==> config.mk <==
export PLATFORM = sky130hd
export DESIGN_NAME = gpio_edge_ctrl
export DESIGN_NICKNAME = d
export VERILOG_FILES = /design/src/rtl/gpio_pkg.sv /design/src/rtl/gpio_sync.sv /design/src/rtl/gpio_edge_status.sv /design/src/rtl/gpio_edge_ctrl.sv
export SDC_FILE = /design/constraint.sdc
export NUM_CORES = 1
export LEC_CHECK = 0
export CORE_ASPECT_RATIO = 1.1
export CORE_MARGIN = 3
export CORE_UTILIZATION = 40
export CTS_BUF_LIST = sky130_fd_sc_hd__clkbuf_16
export DETAILED_ROUTE_END_ITERATION = 10
export GPL_TIMING_DRIVEN = 1
export PLACE_DENSITY = 0.68
export SLEW_MARGIN = 20
export SYNTH_ARGS = -nofsm -noshare
export SYNTH_HDL_FRONTEND = slang
export SYNTH_SLANG_ARGS = --single-unit
==> constraint.sdc <==
create_clock -name clk -period 1.59 [get_ports clk]
set_input_delay 0.159 -clock clk [delete_from_list [all_inputs] [get_ports clk]]
set_output_delay 0.159 -clock clk [all_outputs]
set_load 0.02 [all_outputs]
==> src/rtl/gpio_pkg.sv <==
package gpio_pkg;
  localparam int ADDR_W = 3;

  typedef enum logic [ADDR_W-1:0] {
    REG_DIR  = 3'd0,
    REG_OUT  = 3'd1,
    REG_IN   = 3'd2,
    REG_MASK = 3'd3,
    REG_RISE = 3'd4,
    REG_FALL = 3'd5,
    REG_CLR  = 3'd6,
    REG_STAT = 3'd7
  } gpio_reg_e;
endpackage

==> src/rtl/gpio_sync.sv <==
module gpio_sync #(
  parameter int W      = 32,
  parameter int STAGES = 2
) (
  input  logic         clk,
  input  logic         rst_n,
  input  logic [W-1:0] async_i,
  output logic [W-1:0] sync_o
);
  logic [W-1:0] chain_q [STAGES];

  always_ff @(posedge clk or negedge rst_n) begin
    if (!rst_n) begin
      for (int i = 0; i < STAGES; i++) chain_q[i] <= '0;
    end else begin
      chain_q[0] <= async_i;
      for (int i = 1; i < STAGES; i++) chain_q[i] <= chain_q[i-1];
    end
  end

  assign sync_o = chain_q[STAGES-1];
endmodule

==> src/rtl/gpio_edge_status.sv <==
module gpio_edge_status #(
  parameter int W = 32
) (
  input  logic         clk,
  input  logic         rst_n,
  input  logic [W-1:0] lvl_i,
  input  logic [W-1:0] rise_sel_i,
  input  logic [W-1:0] fall_sel_i,
  input  logic [W-1:0] mask_i,
  input  logic [W-1:0] in_en_i,
  input  logic [W-1:0] clr_i,
  output logic [W-1:0] status_o
);
  logic [W-1:0] prev_q;
  logic [W-1:0] status_q;
  logic [W-1:0] rise_ev, fall_ev, set_ev;

  assign rise_ev = lvl_i & ~prev_q;
  assign fall_ev = ~lvl_i & prev_q;
  assign set_ev  = ((rise_ev & rise_sel_i) | (fall_ev & fall_sel_i)) & mask_i & in_en_i;

  always_ff @(posedge clk or negedge rst_n) begin
    if (!rst_n) begin
      prev_q   <= '0;
      status_q <= '0;
    end else begin
      prev_q   <= lvl_i;
      status_q <= (status_q & ~clr_i) | set_ev;
    end
  end

  assign status_o = status_q;

  // a status bit rises only after a qualified edge
  a_r4_set_needs_event: assert property (@(posedge clk) disable iff (!rst_n)
    ((status_q & ~$past(status_q)) & ~$past(set_ev)) == '0);

  // a cleared bit without a competing edge reads 0
  a_r8_clear_drops: assert property (@(posedge clk) disable iff (!rst_n)
    (status_q & $past(clr_i & ~set_ev)) == '0);

  // an edge always lands, even against a clear
  a_r9_set_wins: assert property (@(posedge clk) disable iff (!rst_n)
    (~status_q & $past(set_ev)) == '0);
endmodule

==> src/rtl/gpio_edge_ctrl.sv <==
module gpio_edge_ctrl
  import gpio_pkg::*;
#(
  parameter int W = 32
) (
  input  logic              clk,
  input  logic              rst_n,
  input  logic              req,
  input  logic              we,
  input  logic [ADDR_W-1:0] addr,
  input  logic [W-1:0]      wdata,
  output logic [W-1:0]      rdata,
  output logic              ack,
  input  logic [W-1:0]      pin_in,
  output logic [W-1:0]      pin_out,
  output logic [W-1:0]      pin_oe,
  output logic              irq
);
  logic [W-1:0] dir_q, out_q, mask_q, rise_q, fall_q;
  logic [W-1:0] lvl_sync, status, clr_vec, in_view;
  logic [W-1:0] rdata_q;
  logic         ack_q;
  logic         wr;

  assign wr      = req & we;
  assign clr_vec = (wr && addr == REG_CLR) ? wdata : '0;
  assign in_view = lvl_sync & ~dir_q;

  gpio_sync #(.W(W), .STAGES(2)) u_sync (
    .clk     (clk),
    .rst_n   (rst_n),
    .async_i (pin_in),
    .sync_o  (lvl_sync)
  );

  gpio_edge_status #(.W(W)) u_edge (
    .clk        (clk),
    .rst_n      (rst_n),
    .lvl_i      (lvl_sync),
    .rise_sel_i (rise_q),
    .fall_sel_i (fall_q),
    .mask_i     (mask_q),
    .in_en_i    (~dir_q),
    .clr_i      (clr_vec),
    .status_o   (status)
  );

  always_ff @(posedge clk or negedge rst_n) begin
    if (!rst_n) begin
      dir_q  <= '0;
      out_q  <= '0;
      mask_q <= '0;
      rise_q <= '0;
      fall_q <= '0;
    end else if (wr) begin
      case (addr)
        REG_DIR:  dir_q  <= wdata;
        REG_OUT:  out_q  <= wdata;
        REG_MASK: mask_q <= wdata;
        REG_RISE: rise_q <= wdata;
        REG_FALL: fall_q <= wdata;
        default: ;
      endcase
    end
  end

  always_ff @(posedge clk or negedge rst_n) begin
    if (!rst_n) begin
      rdata_q <= '0;
      ack_q   <= 1'b0;
    end else begin
      ack_q <= req;
      if (req && !we) begin
        case (addr)
          REG_DIR:  rdata_q <= dir_q;
          REG_OUT:  rdata_q <= out_q;
          REG_IN:   rdata_q <= in_view;
          REG_MASK: rdata_q <= mask_q;
          REG_RISE: rdata_q <= rise_q;
          REG_FALL: rdata_q <= fall_q;
          REG_STAT: rdata_q <= status;
          default:  rdata_q <= '0;
        endcase
      end
    end
  end

  assign rdata   = rdata_q;
  assign ack     = ack_q;
  assign pin_oe  = dir_q;
  assign pin_out = out_q;
  assign irq     = |(status & mask_q);

  // every request is acknowledged on the next cycle
  a_r11_ack_follows_req: assert property (@(posedge clk) disable iff (!rst_n)
    req |=> ack);

  // no acknowledge without a request
  a_r11_ack_needs_req: assert property (@(posedge clk) disable iff (!rst_n)
    ack |-> $past(req));

  // direction write reaches the output enables
  a_r2_dir_write: assert property (@(posedge clk) disable iff (!rst_n)
    (req && we && addr == REG_DIR) |=> pin_oe == $past(wdata));

  // no interrupt while status is empty
  a_r10_irq_quiet: assert property (@(posedge clk) disable iff (!rst_n)
    (status == '0) |-> !irq);
endmodule

Word level (Yosys, flattened, before mapping):

Cells that the tools add are included.

* flip-flop bits (word level): 321

* eq/ne operators: 7
* mux-type cells: 2
* bitwise gates (word level): 16
* reductions and logical operators: 10

Operators with widths (number)
* 32-bit bitwise AND: 9
* 32-bit case mux with 7 select lines: 1
* 32-bit NOT: 4
* 32-bit OR: 2
* 32-bit two-way mux: 1
* 32-bit OR reduction: 1
* 3-bit == test (second input constant): 4
* 2-bit AND reduction: 5
* 3-bit by 2-bit == test with 1-bit output (second input constant): 2
* 3-bit by 1-bit == test with 1-bit output (second input constant): 1
* 3-bit zero test: 1
* 1-bit logical AND: 2
* 1-bit bitwise AND: 1
* 1-bit zero test: 1

Logic depth before layout (Yosys ltp):

Gate-level depths: netlist of run 1.

* word-level depth: 7
* mapped depth: 7
* gate-level depth less buffers: 4

Hierarchy:

Synthesis of run 1 repeated with hierarchy kept, for this count alone.

* cell total of the unflattened synthesis: 1149
* area total of the unflattened synthesis: 14355.0 um2

Modules (own cells, without submodules)
* gpio_edge_ctrl: instances 1, cells each 829, area each 9953.3 um2, sequential area each 4829.6 um2
* gpio_edge_status: instances 1, cells each 224, area each 2560.0 um2, sequential area each 1601.5 um2
* gpio_sync: instances 1, cells each 96, area each 1841.8 um2, sequential area each 1601.5 um2

Worst setup path after synthesis of run 1:

No wires, ideal clock.

* kind: reg-to-output
* start: reg mask_q[3]
* end: out irq
* data arrival time: 1.285 ns
* slack: 0.146 ns
* stages on the path, launching flop included: 4
* buffers on the path: 0
* path through: dfrtp_1 a22oi_1 nand4_1 or4_1

* cells in the longest elaborated chain, start to end: 2

RTL lines
* start: declaration: line gpio_edge_ctrl.sv:19 `logic [W-1:0] dir_q, out_q, mask_q, rise_q, fall_q;`
* start signal: assignment: line gpio_edge_ctrl.sv:59 `REG_MASK: mask_q <= wdata;`
* 32-bit bitwise AND: line gpio_edge_ctrl.sv:92 `assign irq = |(status & mask_q);`
* 32-bit OR reduction: line gpio_edge_ctrl.sv:92
* end: declaration: line gpio_edge_ctrl.sv:17 `output logic irq`

Every way passes these cells.

Final worst setup path of run 1:

* start: reg mask_q[1]
* end: out irq

The elaborated chain is that of the path after synthesis.

==> summary.md, run 1 <==
| Metric | Value |
|---|---|
| Status | `finished, violations left` |
| Failing checks | `negative setup slack` |
| Cell Area, Synth | `0.0135 mm²` |
| Dpl cells | `1731` |
| Vias | `~9900` |
| Synth warn | `0` |
| Worst path cell trace | `a22oi_2, nand4_1, or4_4, buf_6` |
| Total gr overflow | `0` |
| Critical R2R Launch | `pin_out[30]` |
| Worst hold path endpoint | `rdata[0]` |
| Core Util, Final | `52.8%` |
| Hold Startpoint | `addr[1]` |
| Non-Filler Instances | `1794` |
| WL final | `37.8 mm` |
| Finish-stage setup viols | `1` |
| CTS tree | `yes` |
| Hold slack | `0.0478 ns` |
| Syn Inst Count | `1080` |
| Pin count of the biggest net entering global routing | `61` |
| Leak | `7.79 nW` |
| H-tree depth | `2` |
| Std cell rows | `70` |
| Vias in the first global route | `between 10000 and 15000` |
| Crit-path max FO | `4` |
| Hold Crit Class | `input pin to flip-flop` |
| Critical Path End Type | `output pin` |
| All-Layer GR Usage | `around a fifth` |
| R2r endpoint | `rdata[30]` |
| Core area | `0.0333 mm²` |
| Hold depth | `3` |
| Via/cell ratio | `5.50` |
| Unique cell type count in the Yosys netlist | `37` |
| Initial antenna violation count | `1` |
| FF+latch count, synth | `321` |
| Slew Limit Fails | `0` |
| Drt wl/cell | `21.1 µm` |
| Detailed Route Iter0 Violations | `670` |
| First-pass GRT wire length | `between 50 and 60 mm` |
| Pre-antenna DRT Iters | `5` |
| Syn Nets | `1151` |
| Tcrit/Tclk final | `134%` |
| Number of top-level pins | `169` |
| Slew headroom | `72.3%` |
| DP Area | `0.0166 mm²` |
| Crit path buffers/inverters | `1` |
| Setup crit start kind | `flip-flop` |
| Initial Util | `40.7%` |
| Final ANT Viol Nets | `0` |
| CTS Buffer Depth | `3` |
| Pre-CTS setup slack | `-0.541 ns` |
| Total power | `around 25 mW` |
| Width of the chip | `181 µm` |
| RSZ-0062 raised after global routing | `yes` |
| Required time of the worst setup path | `approximately 1.4 ns` |
| Total negative setup slack | `-0.541 ns` |
| Crit path kind | `flip-flop to output pin` |
| Slew @ Worst Pin | `between 0.4 and 0.5 ns` |
| CTS root buffer | `clkbuf_16` |
| Area Growth Syn to Fin | `30.0%` |
| Top achievable clock speed | `469 MHz` |
| Slowest cell delay on critical path | `between 0.5 and 0.6 ns` |
| Clk slew on worst S/H paths | `0.06 ns` |
| Clock skew | `0.0157 ns` |
| Final Wtd Congestion | `about 0.84` |
| Cell area after layout | `0.0176 mm²` |
| Hold Vio Cnt, Final | `0` |
| Diode count | `0` |
| Max_cap viols | `0` |
| Maximum vdd drop | `0.719 mV` |
| R2R cell count | `4` |
| DPL Wire Length | `~26 mm` |
| Sequential area share after synthesis | `59.4%` |
| Number of buffers created by CTS | `35` |
| Power per cell area | `1410 mW/mm²` |
| Final setup margin | `-0.541 ns` |
| Share of layout cells above drive strength 1 | `27.5%` |
| Clk Latency, worst-skew pair | `0.51 ns` |
| I/O Buffers | `168` |
| Clock Sinks | `321` |
| R2r setup slk | `0.28 ns` |
| Die area | `0.0361 mm²` |
| Drt drc | `0` |
| WP data arrival | `1.97 ns` |
| Slowest cell on crit path | `or4_4` |
| Final #Nets | `1409` |
| Die Span Y | `a little under 200 µm` |
| Tmin final | `~2.1 ns` |
| Syn Area/Cell | `12.5 µm²` |
| Crit-path leading delay family | `simple AND/OR/NAND/NOR gates` |
power breakdown:
part	internal, mW	switching [mW]	leakage [nW]
Clock	4.34	3.18	0.529
Combinational	3.36	2.96	3.43
Sequential	9.80	1.23	3.82
Total	17.5	7.38	7.79
placed cells by master, fill, tap and decap left out, drive strengths merged:
master         count
nor4bb             1
dlygate4sd3        1
or3                1
nor3               4
nor2              22
bufinv             1
inv               38
clkinvlp           2
a31oi             14
nand2            130
a31o              18
clkdlybuf4s50     66
dlygate4sd2       97
nand4              4
mux2             164
nor2b              3
or4                1
o21ai             90
a21oi             52
and3              25
a221oi            18
dfrtp            321
nand2b             1
mux2i              2
o22a               1
buf              117
clkbuf            37
a22oi             16
nand3b            32
clkinv            16
o21a               1
nand4b             1
mux4              13
nand3             20
a32o              32
kinds of logic after synthesis:
| logic type | count (synthesis) | share of synthesized area (%) |
|---|---|---|
| multiplexers | 179 | 16.8 |
| buffers and inverters | 93 | 3.38 |
| AO/OA/AOI/OAI | 242 | 11.6 |
| AND/OR/NAND/NOR | 245 | 8.86 |
| flip-flops | 321 | 59.4 |
registers in the layout, indices dropped and copies added (netlist names):
name / flops
ack: 1
u_edge.prev_q: 32
rdata: 32
fall_q: 32
mask_q: 32
u_edge.status_o: 32
rise_q: 32
pin_out: 32
u_sync.chain_q: 32
u_sync.sync_o: 32
pin_oe: 32
area by class of cell:
class / instances / area, µm²
fill: 2890 / 15700
tap: 432 / 541
inverter: 33 / 124
clock inverter: 24 / 128
timing repair buffer: 281 / 2700
multi-input combinational: 666 / 5140
sequential: 321 / 8030
clock buffer: 37 / 926
per-layer routing:
metal  global-route usage (%)  share of wire [%]  up-vias
li1                         -                  -     4454
met1                     29.1                 44     5039
met2                     34.1                 48      319
met3                     3.91                5.8       56
met4                     5.53                2.4        2
met5                        0              0.019        -
worst max path at each step:
stage / slack, ns / from / to / cells past startpoint
6_report: -0.54 / mask_q[1] / irq / 4
3_5_place_dp: -0.54 / mask_q[27] / irq / 4
5_1_grt: -0.60 / u_edge.status_o[10] / irq / 4
3_3_place_gp: -0.56 / mask_q[27] / irq / 4
2_1_floorplan: 0.15 / mask_q[3] / irq / 3
4_1_cts: -0.56 / u_edge.status_o[10] / irq / 4
worst min-delay path, cell delays in order:
cell and delay, ns:
buf_2 0.17, o21ai_0 0.10, a31oi_1 0.08
Yosys cell counts (all sizes together):
| master | count | area share (%) |
|---|---|---|
| dfrtp | 321 | 59 |
| mux2 | 164 | 14 |
| nand2 | 130 | 3.6 |
| o21ai | 90 | 3.3 |
| a21oi | 52 | 1.9 |
| buf | 44 | 2.0 |
| inv | 33 | 0.92 |
| a32o | 32 | 2.4 |
| nand3b | 32 | 1.8 |
| and3 | 25 | 1.2 |
| nor2 | 22 | 0.63 |
| nand3 | 20 | 0.74 |
| a221oi | 18 | 1.2 |
| a31o | 18 | 1.2 |
| a22oi | 16 | 0.89 |
| clkbuf | 16 | 0.45 |
| a31oi | 14 | 0.65 |
| mux4 | 13 | 2.2 |
| nand4 | 4 | 0.18 |
| nor3 | 4 | 0.34 |
| nor2b | 3 | 0.14 |
| mux2i | 2 | 0.15 |
| nand2b | 1 | 0.046 |
| nand4b | 1 | 0.065 |
| nor4bb | 1 | 0.074 |
| o21a | 1 | 0.056 |
| o22a | 1 | 0.065 |
| or3 | 1 | 0.046 |
| or4 | 1 | 0.056 |
repair_timing:
item / in CTS / in global routing
setup endpoints to repair: 98 / 1
hold endpoints to repair: 295 / 0
hold buffers: 1 / 0
pin swaps: 5 / 0
buffers inserted: 1 / 0
resized for setup: 113 / 0
Power figures use the tool's default switching activity.
==> run 2: changes to the inputs <==
--- a/config.mk
+++ b/config.mk
@@ -8,10 +8,11 @@
 export CORE_ASPECT_RATIO = 1.1
 export CORE_MARGIN = 3
 export CORE_UTILIZATION = 40
-export CTS_BUF_LIST = sky130_fd_sc_hd__clkbuf_16
+export CTS_BUF_LIST = sky130_fd_sc_hd__clkbuf_8
 export DETAILED_ROUTE_END_ITERATION = 10
+export DONT_BUFFER_PORTS = 1
 export GPL_TIMING_DRIVEN = 1
-export PLACE_DENSITY = 0.68
+export PLACE_DENSITY = 0.62
 export SLEW_MARGIN = 20
 export SYNTH_ARGS = -nofsm -noshare
 export SYNTH_HDL_FRONTEND = slang
==> summary.md, run 2 (same netlist as run 1, synthesis figures left out) <==
| Metric | Value |
|---|---|
| CTS tree | `yes (unchanged)` |
| Initial antenna violation count | `3 (was 1)` |
| Finish-stage setup viols | `1 (unchanged)` |
| Final Wtd Congestion | `0.782 (was 0.843)` |
| Failing checks | `negative hold slack, negative setup slack (was negative setup slack)` |
| Most frequent cells in the layout | `dfrtp_1 (321), mux2_2 (131), nand2_1 (130), o21ai_0 (86), dlygate4sd3_1 (76) (was dfrtp_1 (321), mux2_2 (131), nand2_1 (130), dlygate4sd2_1 (97), buf_4 (91))` |
| WL final | `38.9 mm (was 37.8 mm)` |
| All-Layer GR Usage | `21.2% (was 20.9%)` |
| Internal power | `16.3 mW (was 17.5 mW)` |
| Pre-antenna DRT Iters | `5 (unchanged)` |
| Vias in the first global route | `9969 (was 10200)` |
| Clock skew | `0.0187 ns (was 0.0157 ns)` |
| Hold Vio Cnt, Final | `324 (was 0)` |
| Slowest cell delay on critical path | `0.45 ns (was 0.58 ns)` |
| DP Area | `0.0144 mm² (was 0.0166 mm²)` |
| Final setup margin | `-0.645 ns (was -0.541 ns)` |
| Via/cell ratio | `5.57 (was 5.50)` |
| CTS root buffer | `clkbuf_8 (was clkbuf_16)` |
| Drt drc | `0 (unchanged)` |
| Detailed Route Iter0 Violations | `563 (was 670)` |
| Fillers | `2969 (was 2890)` |
| Tmin final | `2.24 ns (was 2.13 ns)` |
| Clk Latency, worst-skew pair | `0.61 ns (was 0.51 ns)` |
| Total gr overflow | `0 (unchanged)` |
| Number of buffers created by CTS | `53 (was 35)` |
| RSZ-0062 raised after global routing | `yes (unchanged)` |
| Status | `finished, violations left (unchanged)` |
| Tcrit/Tclk final | `141% (was 134%)` |
| Register share of total power | `50.9% (was 44.4%)` |
| First-pass GRT wire length | `59.1 mm (was 59.5 mm)` |
| Crit path kind | `flip-flop to output pin (unchanged)` |
| Maximum vdd drop | `0.797 mV (was 0.719 mV)` |
| Vias | `9489 (was 9870)` |
| Die Span Y | `199 µm (unchanged)` |
| Initial Util | `40.7% (unchanged)` |
| Clk slew on worst S/H paths | `0.06 ns (about the same)` |
| Cell area after layout | `0.0164 mm² (was 0.0176 mm²)` |
| Share of layout cells above drive strength 1 | `29.2% (was 27.5%)` |
| Slew Limit Fails | `0 (unchanged)` |
| Top achievable clock speed | `447 MHz (was 469 MHz)` |
| Slew headroom | `25.8% (was 72.3%)` |
| Crit-path max FO | `3 (was 4)` |
| Pre-CTS setup slack | `-0.181 ns (was -0.541 ns)` |
| CTS Buffer Depth | `3 (unchanged)` |
| Die area | `0.0361 mm² (unchanged)` |
| Net Sw Frac | `30.5% (was 29.6%)` |
| Required time of the worst setup path | `1.43 ns (about the same)` |
| Number of top-level pins | `169 (unchanged)` |
| Critical R2R Launch | `u_edge.status_o[25] (was pin_out[30])` |
| Setup crit start kind | `flip-flop (unchanged)` |
| H-tree depth | `2 (unchanged)` |
| Slowest cell on crit path | `or4_1 (was or4_4)` |
| Logic pwr share | `18.7% (was 25.4%)` |
| Area Growth Syn to Fin | `21.0% (was 30.0%)` |
| Final ANT Viol Nets | `0 (unchanged)` |
| Non-Filler Instances | `1704 (was 1794)` |
| Hold Crit Class | `input pin to asynchronous set/reset pin (was input pin to flip-flop)` |
| R2r setup slk | `0.06 ns (was 0.28 ns)` |
| Dpl cells | `1530 (was 1731)` |
| Power per cell area | `1430 mW/mm² (was 1410 mW/mm²)` |
| Core Util, Final | `49.2% (was 52.8%)` |
| I/O Buffers | `0 (was 168)` |
| Final #Nets | `1304 (was 1409)` |
| Multi-input logic area | `0.00514 mm² (about the same)` |
| Core area | `0.0333 mm² (unchanged)` |
| Worst path cell trace | `a22oi_1, nand4_1, or4_1, buf_6 (was a22oi_2, nand4_1, or4_4, buf_6)` |
| Total power | `23.4 mW (was 24.9 mW)` |
| Clock Sinks | `321 (unchanged)` |
| Std cell rows | `70 (unchanged)` |
| Clock power share | `30.5% (was 30.2%)` |
| Width of the chip | `181 µm (unchanged)` |
| Net Sw Power | `7.12 mW (was 7.38 mW)` |
| DPL Wire Length | `23.4 mm (was 25.9 mm)` |
| Critical Path End Type | `output pin (unchanged)` |
| Max_cap viols | `0 (unchanged)` |
| R2R cell count | `4 (unchanged)` |
| Most common cell after layout, fill and taps aside | `dfrtp_1 (unchanged)` |
| WP data arrival | `2.08 ns (was 1.97 ns)` |
| Reg area | `0.00803 mm² (unchanged)` |
| Total negative setup slack | `-0.645 ns (was -0.541 ns)` |
| Slew @ Worst Pin | `1.11 ns (was 0.416 ns)` |
| Pin count of the biggest net entering global routing | `322 (was 61)` |
| Hold slack | `-0.720 ns (was 0.0478 ns)` |
| R2r endpoint | `rdata[25] (was rdata[30])` |
| Leak | `7.16 nW (was 7.79 nW)` |
| Drt wl/cell | `22.8 µm (was 21.1 µm)` |
-- run 2: cell count changes in the layout (fill, tap and decap cells not counted), moves of 13 or more --
cell	before	now
dlygate4sd3_1	1	76
clkbuf_16	37	0
clkinv_1	13	0
dlygate4sd2_1	97	0
buf_12	23	7
buf_4	91	73
clkbuf_8	0	68
clkdlybuf4s50_1	66	0
inv_1	37	50
-- run 2: how the worst max path moves through the flow --
stage | cells past startpoint | endpoint | start
2_1_floorplan | 3 | irq | mask_q[3]
3_3_place_gp | 4 | rdata[10] | addr[2]
3_5_place_dp | 4 | rdata[12] | addr[2]
4_1_cts | 4 | irq | u_edge.status_o[27]
5_1_grt | 4 | irq | mask_q[27]
6_report | 4 | irq | u_edge.status_o[2]
-- run 2: worst max-delay path, delay by kind of cell, from the launching register on --
kind | cells | cell delay [ns]
AND/OR/NAND/NOR | 2 | 0.64
flip-flops | 1 | 0.43
AO/OA/AOI/OAI | 1 | 0.24
buffers and inverters | 1 | 0.16
-- run 2: per-layer routing --
layer / share of wire [%] / vias to the layer above / GRT usage (%) / routed length, µm
met2: 48 / 303 / 34.0 / 18500
met5: 0.069 / - / 0 / 27
met3: 7.5 / 87 / 6.14 / 2910
met1: 42 / 4854 / 27.6 / 16400
met4: 2.8 / 4 / 7.70 / 1090
li1: - / 4241 / - / -
-- run 2: final cells by class --
cell class | instances | area share, %
inverter | 33 | 0.756
tap | 432 | 3.30
sequential | 321 | 49.1
timing repair buffer | 158 | 9.09
clock inverter | 25 | 0.657
clock buffer | 68 | 5.72
antenna | 1 | 0.0153
multi-input combinational | 666 | 31.4
-- run 2: power by group through the flow --
| stage | registers [mW] | clock network, mW | logic (mW) |
|---|---|---|---|
| finish | 11.9 | 7.13 | 4.37 |
| global route | 12.1 | 7.68 | 4.78 |
| CTS | 11.9 | 7.34 | 4.32 |
| detailed placement | 12.0 | 0 | 3.96 |
| global placement | 11.9 | 0 | 3.89 |
| floorplan | 11.5 | 0 | 2.66 |
-- run 2: repair_timing --
item / 4_1_cts / 5_1_grt
buffers inserted: 0 / 1
gates resized for setup: 11 / 4
pin swaps: 4 / 6
setup endpoints to repair: 1 / 5
hold buffers: 78 / 2
hold endpoints to repair: 578 / 346
==> run 3: changes to the inputs <==
--- a/config.mk
+++ b/config.mk
@@ -6,14 +6,13 @@
 export NUM_CORES = 1
 export LEC_CHECK = 0
 export CORE_ASPECT_RATIO = 1.1
-export CORE_MARGIN = 3
+export CORE_MARGIN = 2
 export CORE_UTILIZATION = 40
 export CTS_BUF_LIST = sky130_fd_sc_hd__clkbuf_8
 export DETAILED_ROUTE_END_ITERATION = 10
 export DONT_BUFFER_PORTS = 1
 export GPL_TIMING_DRIVEN = 1
 export PLACE_DENSITY = 0.62
-export SLEW_MARGIN = 20
 export SYNTH_ARGS = -nofsm -noshare
 export SYNTH_HDL_FRONTEND = slang
 export SYNTH_SLANG_ARGS = --single-unit
==> summary.md, run 3 (same netlist as run 1, synthesis figures left out) <==
| Metric | Value |
|---|---|
| Area Growth Syn to Fin | `22.4% (was 21.0%)` |
| Number of top-level pins | `169 (unchanged)` |
| Total gr overflow | `0 (unchanged)` |
| Drt wl/cell | `22.6 µm (was 22.8 µm)` |
| Most frequent cells in the layout | `dfrtp_1 (321), mux2_2 (131), nand2_1 (130), o21ai_0 (88), clkbuf_8 (73) (was dfrtp_1 (321), mux2_2 (131), nand2_1 (130), o21ai_0 (86), dlygate4sd3_1 (76))` |
| Critical Path End Type | `output pin (unchanged)` |
| Vias in the first global route | `9743 (was 9969)` |
| DP Area | `0.0145 mm² (was 0.0144 mm²)` |
| Net Sw Frac | `30.1% (was 30.5%)` |
| Via/cell ratio | `5.58 (was 5.57)` |
| Std cell rows | `70 (unchanged)` |
| Slew headroom | `23.5% (was 25.8%)` |
| Detailed Route Iter0 Violations | `758 (was 563)` |
| Leak | `7.26 nW (was 7.16 nW)` |
| RSZ-0062 raised after global routing | `yes (unchanged)` |
| Pre-antenna DRT Iters | `5 (unchanged)` |
| Required time of the worst setup path | `1.43 ns (about the same)` |
| Clock Sinks | `321 (unchanged)` |
| Status | `finished, violations left (unchanged)` |
| WL final | `38.6 mm (was 38.9 mm)` |
| Clock power share | `32.7% (was 30.5%)` |
| Clock skew | `0.0133 ns (was 0.0187 ns)` |
| Clk slew on worst S/H paths | `0.06 ns (about the same)` |
| All-Layer GR Usage | `21.5% (was 21.2%)` |
| First-pass GRT wire length | `57.9 mm (was 59.1 mm)` |
| Non-Filler Instances | `1710 (was 1704)` |
| Die Span Y | `197 µm (was 199 µm)` |
| Final #Nets | `1304 (unchanged)` |
| Final ANT Viol Nets | `0 (unchanged)` |
| Drt drc | `0 (unchanged)` |
| Crit path kind | `flip-flop to output pin (unchanged)` |
| Final setup margin | `-0.589 ns (was -0.645 ns)` |
| Pin count of the biggest net entering global routing | `322 (unchanged)` |
| CTS Buffer Depth | `3 (unchanged)` |
| DPL Wire Length | `23.3 mm (was 23.4 mm)` |
| Tcrit/Tclk final | `137% (was 141%)` |
| Logic pwr share | `17.9% (was 18.7%)` |
| Hold Vio Cnt, Final | `321 (was 324)` |
| H-tree depth | `2 (unchanged)` |
| Cell area after layout | `0.0166 mm² (was 0.0164 mm²)` |
| Hold slack | `-0.703 ns (was -0.720 ns)` |
| Setup crit start kind | `flip-flop (unchanged)` |
| Share of layout cells above drive strength 1 | `30.1% (was 29.2%)` |
| Maximum vdd drop | `0.889 mV (was 0.797 mV)` |
| Slew Limit Fails | `0 (unchanged)` |
| Internal power | `16.9 mW (was 16.3 mW)` |
| Failing checks | `negative hold slack, negative setup slack (unchanged)` |
| Width of the chip | `179 µm (was 181 µm)` |
| CTS tree | `yes (unchanged)` |
| Diode count | `0 (was 1)` |
| Die area | `0.0353 mm² (was 0.0361 mm²)` |
| Number of buffers created by CTS | `55 (was 53)` |
| Net Sw Power | `7.25 mW (was 7.12 mW)` |
| Register share of total power | `49.4% (was 50.9%)` |
| Power per cell area | `1460 mW/mm² (was 1430 mW/mm²)` |
| CTS root buffer | `clkbuf_8 (unchanged)` |
| Core area | `0.0333 mm² (unchanged)` |
| WP data arrival | `2.02 ns (was 2.08 ns)` |
| Initial antenna violation count | `2 (was 3)` |
| Most common cell after layout, fill and taps aside | `dfrtp_1 (unchanged)` |
| Slew @ Worst Pin | `1.14 ns (was 1.11 ns)` |
| Max_cap viols | `0 (unchanged)` |
| Final Wtd Congestion | `0.786 (was 0.782)` |
| Top achievable clock speed | `459 MHz (was 447 MHz)` |
| Crit-path max FO | `3 (unchanged)` |
| Vias | `9534 (was 9489)` |
| Finish-stage setup viols | `1 (unchanged)` |
| I/O Buffers | `0 (unchanged)` |
| Hold Crit Class | `input pin to asynchronous set/reset pin (unchanged)` |
| Clk Latency, worst-skew pair | `0.59 ns (was 0.61 ns)` |
| Initial Util | `40.7% (unchanged)` |
| Dpl cells | `1530 (unchanged)` |
| Tmin final | `2.18 ns (was 2.24 ns)` |
==> run 3: path summary, 6_finish.rpt <==
check,start,cells after the start,slack (ns),end
hold / removal,rst_n,0,-0.70,u_sync.chain_q[43]
setup / recovery,u_edge.status_o[16],4,-0.59,irq
setup reg to reg,u_edge.status_o[25],4,0.07,rdata[25]
hold reg to reg,u_sync.chain_q[32],0,0.34,u_sync.sync_o[0]
min in group clk,addr[0],3,0.02,rdata[29]
max in group asynchronous,rst_n,0,1.73,rdata[8]
==> run 3: worst max-delay path, stage by stage, from the launching register on <==
cell and delay (ns):
dfrtp_1 0.43, a22oi_1 0.18, nand4_1 0.12, or4_4 0.54
buf_6 0.15
==> run 3: timing repair <==
action,CTS,global route
hold buffers,73,2
endpoints found under the hold margin,577,352
resized for setup,7,9
cloned,0,1
setup endpoints to repair,1,139
buffers inserted,0,2
pin swaps,2,3
==> run 3: power groups by stage <==
stage / logic (mW) / registers, mW / clock network (mW)
2_1_floorplan: 2.66 / 11.5 / 0
3_3_place_gp: 3.86 / 11.9 / 0
3_5_place_dp: 3.90 / 12.0 / 0
4_1_cts: 4.23 / 11.9 / 8.05
5_1_grt: 4.70 / 12.1 / 8.45
6_report: 4.31 / 11.9 / 7.88
==> run 3: cell type report <==
class                           instances  area, µm²
Sequential cell                       321       8030
Clock inverter                         29        186
Fill cell                            2968      16700
Inverter                               33        124
Multi-Input combinational cell        666       5140
Clock buffer                           73       1000
Tap cell                              432        541
Timing Repair Buffer                  156       1530
==> run 3: metrics by stage <==
step                setup TNS [ns]  utilization, %  worst slack [ns]  power [mW]
CTS                          -5.78            49.5            -0.659        24.2
global placement            -0.976            43.6           -0.0753        15.8
floorplan                        0               -             0.146        14.2
detailed placement           -2.64            43.6            -0.158        15.9
finish                      -0.589            49.8            -0.589        24.1
global route                -0.686            49.8            -0.686        25.3
==> run 3: routing by layer <==
layer / vias up / global-route usage [%] / part of all wire (%)
li1: 4254 / - / -
met1: 4847 / 29.7 / 43
met3: 75 / 5.77 / 8.2
met2: 354 / 33.4 / 46
met4: 4 / 6.36 / 2.6
met5: - / 0 / 0.070
